### config.mk
export PLATFORM = sky130hd
export DESIGN_NAME = cardclk_seq
export DESIGN_NICKNAME = d
export VERILOG_FILES = /design/src/rtl/cardclk_pkg.sv /design/src/rtl/cardclk_pwr_ctl.sv /design/src/rtl/cardclk_divider.sv /design/src/rtl/cardclk_lockout.sv /design/src/rtl/cardclk_seq.sv
export SDC_FILE = /design/constraint.sdc
export NUM_CORES = 1
export LEC_CHECK = 0
export BUFFER_PORTS_ARGS = -buffer_cell sky130_fd_sc_hd__clkbuf_2
export CORE_AREA = 2 2 63 65
export DETAILED_ROUTE_END_ITERATION = 10
export DIE_AREA = 0 0 65 67
export HOLD_SLACK_MARGIN = 0.15
export PLACE_DENSITY = 0.85
export SYNTH_ARGS = -nofsm -noshare
export SYNTH_HDL_FRONTEND = slang
export SYNTH_SLANG_ARGS = --single-unit
### constraint.sdc
create_clock -name clk -period 5.3 [get_ports clk]
set_clock_uncertainty 0.1 [all_clocks]
set_input_delay 0.265 -clock clk [delete_from_list [all_inputs] [get_ports clk]]
set_output_delay 0.265 -clock clk [all_outputs]
set_load 0.01 [all_outputs]
### src/rtl/cardclk_pkg.sv
package cardclk_pkg;

    typedef enum logic [1:0] {
        PM_OFF   = 2'b00,
        PM_CYCLE = 2'b10,
        PM_ON    = 2'b11
    } pwr_mode_e;

    typedef enum logic [1:0] {
        LD_NORMAL = 2'b00,
        LD_LOW    = 2'b01,
        LD_HIGH   = 2'b10
    } line_drv_e;

    typedef struct packed {
        logic fall_edge;
        logic psave;
        logic wide4;
        logic wide8;
    } clk_flags_t;

    function automatic logic [1:0] lanes_code(input logic w4, input logic w8);
        if (w8)      return 2'b10;
        else if (w4) return 2'b01;
        else         return 2'b00;
    endfunction

    function automatic line_drv_e line_for(input pwr_mode_e m);
        case (m)
            PM_CYCLE: return LD_LOW;
            PM_ON:    return LD_NORMAL;
            default:  return LD_HIGH;
        endcase
    endfunction

endpackage

### src/rtl/cardclk_pwr_ctl.sv
module cardclk_pwr_ctl
    import cardclk_pkg::*;
(
    input  logic      clk,
    input  logic      rst,
    input  logic      wr,
    input  logic [1:0] val,
    output pwr_mode_e mode,
    output line_drv_e line
);
    always_ff @(posedge clk) begin
        if (rst) begin
            mode <= PM_OFF;
        end else if (wr && (val != 2'b01)) begin
            mode <= pwr_mode_e'(val);
        end
    end

    assign line = line_for(mode);
endmodule

### src/rtl/cardclk_divider.sv
module cardclk_divider #(
    parameter int DIV_W = 10
) (
    input  logic             clk,
    input  logic             rst,
    input  logic             run,
    input  logic [DIV_W-1:0] div_new,
    output logic             tick,
    output logic             phase,
    output logic [DIV_W-1:0] act_div
);
    logic [DIV_W-1:0] cnt;
    logic             wrap;
    logic             bypass;
    logic             load;

    assign bypass = (act_div == '0);
    assign wrap   = (cnt == act_div - 1'b1);
    // reload only where no phase is cut short: end of high, or parked low
    assign load   = bypass || (phase && wrap) || (!phase && !run);
    assign tick   = run && (bypass || (!phase && wrap));

    always_ff @(posedge clk) begin
        if (rst) begin
            act_div <= '0;
            cnt     <= '0;
            phase   <= 1'b0;
        end else begin
            if (load) act_div <= div_new;
            if (bypass) begin
                cnt   <= '0;
                phase <= 1'b0;
            end else if (phase) begin
                if (wrap) begin
                    cnt   <= '0;
                    phase <= 1'b0;
                end else begin
                    cnt <= cnt + 1'b1;
                end
            end else if (!run) begin
                cnt <= '0;
            end else if (wrap) begin
                cnt   <= '0;
                phase <= 1'b1;
            end else begin
                cnt <= cnt + 1'b1;
            end
        end
    end
endmodule

### src/rtl/cardclk_lockout.sv
module cardclk_lockout #(
    parameter int LOCK_CYCLES = 74
) (
    input  logic clk,
    input  logic rst,
    input  logic on,
    input  logic tick,
    output logic enabled
);
    localparam int LK_W = $clog2(LOCK_CYCLES + 1);
    localparam logic [LK_W-1:0] LK_LAST = LK_W'(LOCK_CYCLES - 1);

    logic [LK_W-1:0] lk;
    logic            en_q;

    always_ff @(posedge clk) begin
        if (rst || !on) begin
            lk   <= '0;
            en_q <= 1'b0;
        end else if (!en_q && tick) begin
            if (lk == LK_LAST) en_q <= 1'b1;
            else               lk   <= lk + 1'b1;
        end
    end

    assign enabled = en_q && on;
endmodule

### src/rtl/cardclk_seq.sv
module cardclk_seq
    import cardclk_pkg::*;
#(
    parameter int DIV_W       = 10,
    parameter int LOCK_CYCLES = 74
) (
    input  logic             clk,
    input  logic             rst,
    input  logic             pwr_wr,
    input  logic [1:0]       pwr_val,
    input  logic             cfg_wr,
    input  logic [DIV_W-1:0] cfg_div,
    input  logic             cfg_fall_edge,
    input  logic             cfg_psave,
    input  logic             cfg_wide4,
    input  logic             cfg_wide8,
    input  logic             bus_idle,
    output logic             card_clk,
    output logic             card_clk_en,
    output logic [1:0]       line_drv,
    output logic             if_enabled,
    output logic             launch_fall,
    output logic [1:0]       bus_lanes
);
    pwr_mode_e        mode;
    line_drv_e        line;
    clk_flags_t       flags_q;
    logic [DIV_W-1:0] div_q;
    logic [DIV_W-1:0] act_div;
    logic             phase;
    logic             tick;
    logic             is_on;
    logic             run;

    always_ff @(posedge clk) begin
        if (rst) begin
            flags_q <= '0;
            div_q   <= '0;
        end else if (cfg_wr) begin
            div_q   <= cfg_div;
            flags_q <= '{fall_edge: cfg_fall_edge, psave: cfg_psave,
                         wide4: cfg_wide4, wide8: cfg_wide8};
        end
    end

    assign is_on = (mode == PM_ON);
    assign run   = is_on && !(flags_q.psave && bus_idle);

    cardclk_pwr_ctl u_pwr (
        .clk  (clk),
        .rst  (rst),
        .wr   (pwr_wr),
        .val  (pwr_val),
        .mode (mode),
        .line (line)
    );

    cardclk_divider #(.DIV_W(DIV_W)) u_div (
        .clk     (clk),
        .rst     (rst),
        .run     (run),
        .div_new (div_q),
        .tick    (tick),
        .phase   (phase),
        .act_div (act_div)
    );

    cardclk_lockout #(.LOCK_CYCLES(LOCK_CYCLES)) u_lock (
        .clk     (clk),
        .rst     (rst),
        .on      (is_on),
        .tick    (tick),
        .enabled (if_enabled)
    );

    always_comb begin
        if (!is_on)               card_clk = 1'b0;
        else if (act_div == '0)   card_clk = run ? clk : 1'b0;
        else                      card_clk = phase;
    end

    assign card_clk_en = tick;
    assign line_drv    = line;
    assign launch_fall = (act_div == '0) || flags_q.fall_edge;
    assign bus_lanes   = lanes_code(flags_q.wide4, flags_q.wide8);
endmodule

==> summary.md, run 1 <==
| Metric | Value |
|---|---|
| Status | completed |
| Slew @ Worst Pin | around 0.65 ns |
| VDD IR max | approximately 0.2 mV |
| Gr ovfl total | 0 |
| Worst setup margin | approximately 1.8 ns |
| RSZ-0062 raised after global routing | no |
| Synth async-reset ratio | 0% |
| Die width | ~65 um |
| Final setup fails | 0 |
| Clock Pin Slew Worst Setup and Hold Paths | 0.08 ns |
| Synth Area per Inst | 8.81 um^2 |
| CTS tree | done |
| Layout Area Growth over Synthesis | 21.5% |
| Max-cap violations | 0 |
| Dominant cell type by area after synthesis | dfxtp_1 |
| Post-Syn Area | 2170 um^2 |
| Worst min path class | primary input to flip-flop |
| Layout cells sized above 1 | 15.8% |
| R2r worst-path depth | 9 |
| Critical path startpoint category | clock port |
| IO Count | 29 |
| Post-Syn Instances | 246 |
| Die Area | about 4400 um^2 |
| Hold buffers post-CTS | 19 |
| FILL cells | around 250 |
| Crit path arrival time | roughly 3.1 ns |
| Sequential cell area fraction in the yosys report | 41.5% |
| YS warnings | 0 |
| CP Max Fanout | 2 |
| Global Route Usage Sum | 25.1% |
| Diodes inserted | 0 |
| Slew HR | roughly 57% |
| Row count | 22 |
| Area contributors post-synth | dfxtp_1, mux2i_1, nor2_1, xnor2_1, xor2_1 |
| Metal-1 WL | 2050 um |
| Most common library cell in the layout ignoring fill and taps | nor2_1 |
| Met3 wire len | 234 um |
| Largest net degree at the start of global routing | 31 |
| DRC | 0 |
| Die height | 67 um |
| Core Area | 3610 um^2 |
| Post CTS Setup Buffer Count | 0 |
| Worst skew pair latency | ~0.4 ns |
| Met2 Wirelength | ~2300 um |
| Place WS | 2.06 ns |
| Yosys top cell area share | 41.5% |
| Slew Limit Fails | 0 |
| Hold Fails Final Rpt | 0 |
| Global-route wire length before repair | 8110 um |
| Post-CTS Resized | 0 |
| Routed len/inst | approximately 14 um |
| Detailed-route via count | 1927 |
| Router iterations before antenna repair | 4 |
| WP data required | 4.93 ns |
| Nets | 316 |
| Pwr per Cell Area | 268 nW/um^2 |
| Crit. End Element | primary output |
| Initial antenna violation count | 0 |
| Commonest non-fill, non-tap cells in the layout | nor2_1, dfxtp_1, clkbuf_2 |
| Synth unique cells | 46 |
| Initial Utilization | 60.1% |
| Post-route ant nets | 0 |
| GP Congestion | 0.841 |
| Critical path class | clock port to primary output |
| DRT Wirelength | 4740 um |
| Synth Flop Type | dfxtp_1 |
| Synthesized Nets | 271 |
| Vias in the first global route | 1893 |
| LEAKAGE | between 1 and 1.5 nW |
| Yosys reg bits | 45 |
| I/O Buffers | 28 |
| Post-detail-place hpwl | 3020 um |
| Post-synth EDFFs | 0 |
| Via density per instance | roughly 5.7 |
| Accumulated negative setup slack | 0 ns |
| Hold Crit Depth | 2 |
| Highest routed layer | met4 |
| 1st-iter DRT viols | 96 |
## synthesized netlist by cell type, types with 2 or more instances
master	number
a21o_1	3
a21oi_1	8
and3_1	3
buf_1	2
buf_2	2
clkbuf_1	7
dfxtp_1	45
ha_1	4
inv_1	8
mux2i_1	24
nand2_1	8
nand2b_1	3
nand3_1	11
nand4_1	4
nor2_1	50
nor3_1	4
o211ai_1	2
o21ai_0	5
o21ba_2	2
or2_2	2
or3_1	5
xnor2_1	12
xor2_1	9
## path summary, 6_finish.rpt
kind	startpoint	endpoint	slack, ns
max	clk	card_clk	1.80
min	rst	div_q[0]	0.33
max reg2reg	u_div.act_div[0]	u_lock.lk[4]	2.55
min reg2reg	div_q[2]	div_q[2]	0.40
## cell families (layout without fill, tap and decap cells)
| logic type | Yosys count | in the layout | share of synthesized area, % |
|---|---|---|---|
| mux | 24 | 24 | 11.1 |
| xor+xnor | 21 | 21 | 8.48 |
| fa+ha+maj | 4 | 4 | 2.31 |
| simple gates | 100 | 100 | 22.8 |
| buf+inv | 20 | 66 | 3.75 |
| flops | 45 | 45 | 41.5 |
| compound gates | 32 | 32 | 10.0 |
## power by group
part	switching [mW]	internal, mW
sequential	0.00897	0.348
clock	0.129	0.139
combinational	0.0397	0.0420
total	0.177	0.529
## worst max-delay path: stages
cell and delay (ns):
clkbuf_8 0.11, clkbuf_8 0.12, nand3_1 0.06, a21oi_1 0.07, clkbuf_2 0.13
## final cells by class
cell class	instances	area, um^2	share of cell area, %
clock buffer	9	115	4.37
clock inverter	3	17.5	0.665
inverter	8	30.0	1.14
multi-input combinational	181	1190	45.0
sequential	45	901	34.2
tap	48	60.1	2.28
timing repair buffer	46	325	12.3
## through the flow
stage | std cells | total power, mW | hold slack [ns] | area (um^2) | utilization [%]
3_5_place_dp | 310 | 0.433 | 0.383 | 2320 | 64.3
4_1_cts | 340 | 0.711 | 0.301 | 2640 | 73.1
6_report | 340 | 0.707 | 0.333 | 2640 | 73.1
2_1_floorplan | 246 | 0.414 | 0.312 | 2170 | -
3_3_place_gp | 310 | 0.431 | 0.362 | 2320 | 64.3
5_1_grt | 340 | 0.731 | 0.367 | 2640 | 73.1
## routing by layer
| metal | GRT usage, % | up-vias |
|---|---|---|
| met5 | 0 | - |
| met4 | 16.0 | 0 |
| met2 | 42.5 | 52 |
| li1 | - | 936 |
| met1 | 27.3 | 925 |
| met3 | 7.60 | 14 |
## registers in the layout, indices dropped and copies added, names as in the netlist
register and count:
u_div.cnt 10, flags_q 4, u_lock.lk 7, u_div.act_div 10, u_pwr.mode 2, div_q 10
u_lock.en_q 1, u_div.phase 1
No activity file was read; power rests on OpenSTA's default activity.
==> run 2, diff against run 1 <==
- CORE_AREA: 2 2 63 65 -> 2 2 65 67
- DIE_AREA: 0 0 65 67 -> 0 0 67 69
- PLACE_DENSITY: 0.85 -> 0.8
- clock period: 5.3 -> 3.5 ns (I/O delays scaled with it)
==> run 2 against run 1 <==
- clock power rose by 110%
- flip-flop and latch count unchanged
- total power grew 72%
- worst setup slack worse by 1.2 ns
- combinational power is 55% higher
- sequential share of layout area fell by 0.73 points
- first-iteration DRC count increased by 28%
- worst hold slack worse by 0.14 ns
- final cell count increased by 0.88%
- non-clock buffer count grew 1
- wire length shrank 2.4%
- highest routed layer unchanged
==> summary.md, run 2 (synthesis gave the netlist of run 1 again) <==
| Metric | Value |
|---|---|
| Layout Area Growth over Synthesis | 24.2% (was 21.5%) |
| Crit path arrival time | 2.61 ns (was 3.13 ns) |
| Gr ovfl total | 0 (unchanged) |
| Status | completed (unchanged) |
| Post-Route Utilization | 68.8% (was 73.1%) |
| I/O Buffers | 28 (unchanged) |
| DRT Wirelength | 4620 um (was 4740 um) |
| Final worst-path cycle share | 82.5% |
| Max-cap violations | 0 (unchanged) |
| RSZ-0062 raised after global routing | no (unchanged) |
| Reg2Reg Launch Point | u_div.act_div[0] (unchanged) |
| Critical path class | flip-flop to primary output (was clock port to primary output) |
| Crit. End Element | primary output (unchanged) |
| Worst path slowest cell | o41ai_1 (was clkbuf_2) |
| Worst setup path startpoint | u_div.act_div[0] (was clk) |
| R2R setup slack | 0.78 ns (was 2.55 ns) |
| Post-route ant nets | 0 (unchanged) |
| Slew HR | 62.7% (was 56.5%) |
| Global Route Usage Sum | 22.7% (was 25.1%) |
| Pwr per Cell Area | 453 nW/um^2 (was 268 nW/um^2) |
| Most common library cell in the layout ignoring fill and taps | nor2_1 (unchanged) |
| Post-detail-place hpwl | 2830 um (was 3020 um) |
| Accumulated negative setup slack | 0 ns (unchanged) |
| Critical path startpoint category | flip-flop (was clock port) |
| Critical-path cell list | inv_1, ha_1, o21ba_2, a221oi_1, a41o_1, nand4_2, o41ai_1, clkbuf_2 (was clkbuf_8, clkbuf_8, nand3_1, a21oi_1, clkbuf_2) |
| Initial Utilization | 55.4% (was 60.1%) |
| Die width | 67 um (was 65 um) |
| WP buf/inv | 2 (was 3) |
| Worst skew pair latency | 0.41 ns (about the same) |
| Routed len/inst | 13.5 um (was 13.9 um) |
| Setup crit end | card_clk_en (was card_clk) |
| Clock Pin Slew Worst Setup and Hold Paths | 0.08 ns (about the same) |
| VDD IR max | 0.277 mV (was 0.201 mV) |
| Worst min path class | primary input to flip-flop (unchanged) |
| LEAKAGE | 1.08 nW (was 1.05 nW) |
| Final setup fails | 0 (unchanged) |
| Vias in the first global route | 1825 (was 1893) |
| WP data required | 3.22 ns (was 4.93 ns) |
| Row count | 23 (was 22) |
| Global-route wire length before repair | 8090 um (was 8110 um) |
| Fmax | 0.346 GHz |
| Largest net degree at the start of global routing | 31 (unchanged) |
| Via density per instance | 5.41 (was 5.67) |
| Nets | 317 (was 316) |
| End of the worst register-to-register path | u_lock.lk[4] (unchanged) |
| Diodes inserted | 0 (unchanged) |
| 1st-iter DRT viols | 123 (was 96) |
| Slew @ Worst Pin | 0.560 ns (was 0.647 ns) |
| Post-CTS Resized | 0 (unchanged) |
| Minimum clock period | 2.89 ns |
| R2r worst-path depth | 9 (unchanged) |
| Core Area | 3910 um^2 (was 3610 um^2) |
| Detailed-route via count | 1854 (was 1927) |
| Die Area | 4620 um^2 (was 4360 um^2) |
| CP Max Fanout | 7 (was 2) |
| Critical path depth | 8 (was 5) |
| Layout cells sized above 1 | 16.0% (was 15.8%) |
| Crit path max-delay family | compound AO/OA/AOI/OAI gates (was buffers and inverters) |
| Post CTS Setup Buffer Count | 0 (unchanged) |
| DRC | 0 (unchanged) |
| Top Registers | div_q x10, u_div.act_div x10, u_div.cnt x10 (unchanged) |
| Commonest non-fill, non-tap cells in the layout | nor2_1, dfxtp_1, clkbuf_2 (unchanged) |
| Tot Pwr | 1.22 mW (was 707 uW) |
| IO Count | 29 (unchanged) |
| CTS tree | done (unchanged) |
| Slew Limit Fails | 0 (unchanged) |
| Hold buffers post-CTS | 19 (unchanged) |
| Initial antenna violation count | 0 (unchanged) |
| Router iterations before antenna repair | 4 (unchanged) |
| Crit path largest cell delay | 0.41 ns (was 0.13 ns) |
| Hold Fails Final Rpt | 0 (unchanged) |
| Die height | 69 um (was 67 um) |
| GP Congestion | 0.868 (was 0.841) |
==> run 2: metal layers <==
layer  wire [um]  share of wire, %  GRT usage (%)
met4          61               1.3           10.4
met5           0                 0              0
met3         147               3.2           4.73
met1        2140                46           29.6
met2        2270                49           35.4
==> run 2: power by group <==
part | switching (mW) | total (mW) | internal [mW]
registers | 0.0133 | 0.541 | 0.527
clock network | 0.194 | 0.551 | 0.357
logic | 0.0612 | 0.127 | 0.0661
==> run 2: worst min path at each step <==
stage / from / endpoint / slack, ns / depth (start not counted)
after floorplan: cfg_wide4 / flags_q[1] / 0.22 / 2
after global placement: cfg_div[3] / div_q[3] / 0.31 / 3
after detailed placement: cfg_div[8] / div_q[8] / 0.32 / 3
after CTS: bus_idle / u_div.phase / 0.18 / 5
after global routing: rst / u_div.act_div[5] / 0.24 / 2
final: bus_idle / u_div.phase / 0.19 / 5
==> run 2: tightest hold or removal path, stage by stage <==
cell and delay, ns:
clkbuf_2 0.09, a21o_1 0.14, nor2_1 0.06, mux2i_1 0.13, nor3_1 0.06
==> run 2: final cells by class <==
cell class / instances / area (um^2)
clock inverters: 3 / 65.1
fillers: 305 / 1220
clock buffers: 9 / 115
well taps: 50 / 62.6
flip-flops and latches: 45 / 901
repair buffers: 47 / 333
multi-input cells: 181 / 1190
inverters: 8 / 30.0
==> run 2: stage by stage <==
| stage | instance area [um^2] | hold slack (ns) | setup WS [ns] | std cells |
|---|---|---|---|---|
| CTS | 2690 | 0.179 | 0.589 | 343 |
| global route | 2690 | 0.243 | 0.426 | 343 |
| detailed placement | 2330 | 0.316 | 0.799 | 313 |
| finish | 2690 | 0.191 | 0.612 | 343 |
| floorplan | 2170 | 0.222 | 0.920 | 246 |
| global placement | 2330 | 0.305 | 0.879 | 313 |
==> run 3, diff against run 2 <==
- clock period: 3.5 -> 2.9 ns (I/O delays scaled with it)
==> run 3 against run 2 <==
- sequential power rose by 21%
- design area rose by 1.2%
- register-to-register slack got worse by 0.52 ns
- non-clock buffer count rose by 1
- first-iteration DRC count fell by 20%
- die area did not move
- combinational power rose by 26%
- largest cell class unchanged
- largest power group is now sequential cells
==> summary.md, run 3 (synthesis gave the netlist of run 1 again) <==
| Metric | Value |
|---|---|
| CP Max Fanout | 7 (unchanged) |
| Slew HR | 62.6% (was 62.7%) |
| Routed len/inst | 13.8 um (was 13.5 um) |
| Logic pwr share | 11.4% (was 10.5%) |
| Minimum clock period | 2.72 ns |
| Die height | 69 um (unchanged) |
| Largest net degree at the start of global routing | 31 (unchanged) |
| Clock Pin Slew Worst Setup and Hold Paths | 0.09 ns (was 0.08 ns) |
| Pwr per Cell Area | 519 nW/um^2 (was 453 nW/um^2) |
| Place WS | 0.164 ns (was 0.799 ns) |
| Tot Pwr | 1.41 mW (was 1.22 mW) |
| LEAKAGE | 1.09 nW (was 1.08 nW) |
| I/O Buffers | 28 (unchanged) |
| Diodes inserted | 0 (unchanged) |
| Post-Route Utilization | 69.6% (was 68.8%) |
| Slew @ Worst Pin | 0.560 ns (about the same) |
| Core Area | 3910 um^2 (unchanged) |
| Slew Limit Fails | 0 (unchanged) |
| Crit. End Element | primary output (unchanged) |
| Global Route Usage Sum | 22.7% (about the same) |
| Detailed-route via count | 1875 (was 1854) |
| Switching Share | 23.2% (was 22.0%) |
| Die width | 67 um (unchanged) |
| Layout Area Growth over Synthesis | 25.6% (was 24.2%) |
| Router iterations before antenna repair | 4 (unchanged) |
| WP data required | 2.65 ns (was 3.22 ns) |
| Top Registers | div_q x10, u_div.act_div x10, u_div.cnt x10 (unchanged) |
| Psw | 327 uW (was 269 uW) |
| VDD IR max | 0.334 mV (was 0.277 mV) |
| IO Count | 29 (unchanged) |
| Critical path class | flip-flop to primary output (unchanged) |
| Hold Fails Final Rpt | 0 (unchanged) |
| Crit path arrival time | 2.47 ns (was 2.61 ns) |
| Fmax | 0.368 GHz |
| Layout cells sized above 1 | 16.9% (was 16.0%) |
| Max-cap violations | 0 (unchanged) |
| Initial Utilization | 55.4% (unchanged) |
| Worst min path class | primary input to flip-flop (unchanged) |
| Dpl cell area | 2330 um^2 (unchanged) |
| Worst setup margin | 0.181 ns (was 0.612 ns) |
| Post-detail-place hpwl | 2800 um (was 2830 um) |
| CTS tree | done (unchanged) |
| Critical path startpoint category | flip-flop (unchanged) |
| Worst skew pair latency | 0.40 ns (was 0.41 ns) |
| Final worst-path cycle share | approximately 94% |
| GP Congestion | 0.866 (was 0.868) |
| Status | completed (unchanged) |
| Post-route ant nets | 0 (unchanged) |
| Row count | 23 (unchanged) |
| Final setup fails | 0 (unchanged) |
| RSZ-0062 raised after global routing | no (unchanged) |
| Nets | 319 (was 317) |
| Clock network fraction of total power | 42.4% (was 45.2%) |
| Finished Cell Area | 2720 um^2 (was 2690 um^2) |
| DRT Wirelength | 4740 um (was 4620 um) |
| Commonest non-fill, non-tap cells in the layout | nor2_1, dfxtp_1, clkbuf_2 (unchanged) |
| Vias in the first global route | 1896 (was 1825) |
| Via density per instance | 5.43 (was 5.41) |
| Initial antenna violation count | 0 (unchanged) |
| Share of power burned in registers | 46.2% (was 44.4%) |
| DRC | 0 (unchanged) |
| Most common library cell in the layout ignoring fill and taps | nor2_1 (unchanged) |
| Global-route wire length before repair | 8160 um (was 8090 um) |
| Gr ovfl total | 0 (unchanged) |
| Die Area | 4620 um^2 (unchanged) |
| Pint | 1.08 mW (was 950 uW) |
| Accumulated negative setup slack | 0 ns (unchanged) |
| 1st-iter DRT viols | 99 (was 123) |
[run 3: power by group through the flow]
stage,logic [mW],clock network [mW],registers (mW)
final,0.160,0.599,0.653
after detailed placement,0.126,0.000474,0.666
after CTS,0.150,0.604,0.652
after floorplan,0.0937,0.000469,0.662
after global placement,0.124,0.000474,0.666
after global routing,0.176,0.634,0.656
[run 3: final cells by class]
class	count	area, um^2
repair buffers	48	340
clock buffers	10	129
flip-flops and latches	45	902
inverters	8	30.0
fillers	291	1190
multi-input cells	182	1220
well taps	50	62.6
clock inverters	2	37.5
[run 3: routing by layer]
metal	track usage, %	up-vias	routed length (um)
li1	-	949	-
met1	27.4	883	2130
met4	8.16	0	90
met3	7.34	11	165
met5	0	-	0
met2	37.2	32	2360
[run 3: critical path, cell delays in order (launching register included)]
cell and delay (ns):
dfxtp_2 0.37, inv_1 0.05, ha_1 0.28, o21ba_2 0.22, a221oi_1 0.32, a41o_1 0.18
nand4_4 0.17, o41ai_4 0.28, clkbuf_2 0.19
[run 3: stage by stage]
| stage | cells | hold slack (ns) |
|---|---|---|
| after floorplan | 246 | 0.192 |
| after global placement | 313 | 0.276 |
| after detailed placement | 313 | 0.289 |
| after CTS | 343 | 0.166 |
| after global routing | 345 | 0.215 |
| final | 345 | 0.198 |
[run 3: final timing paths]
path	end	cells after the start	startpoint	slack (ns)
worst max register to register	u_lock.lk[4]	9	u_div.act_div[0]	0.26
worst min register to register	u_div.act_div[6]	2	div_q[6]	0.40
worst min-delay path	u_div.act_div[5]	2	rst	0.20
worst max-delay path	card_clk_en	8	u_div.act_div[0]	0.18
[run 3: what timing repair did]
action                     CTS  global route
buffers inserted             0             1
hold endpoints to repair    16             0
setup endpoints to repair    1             6
resized for setup            1             3
hold buffers                19             0
pin swaps                    0             1
cloned                       0             1
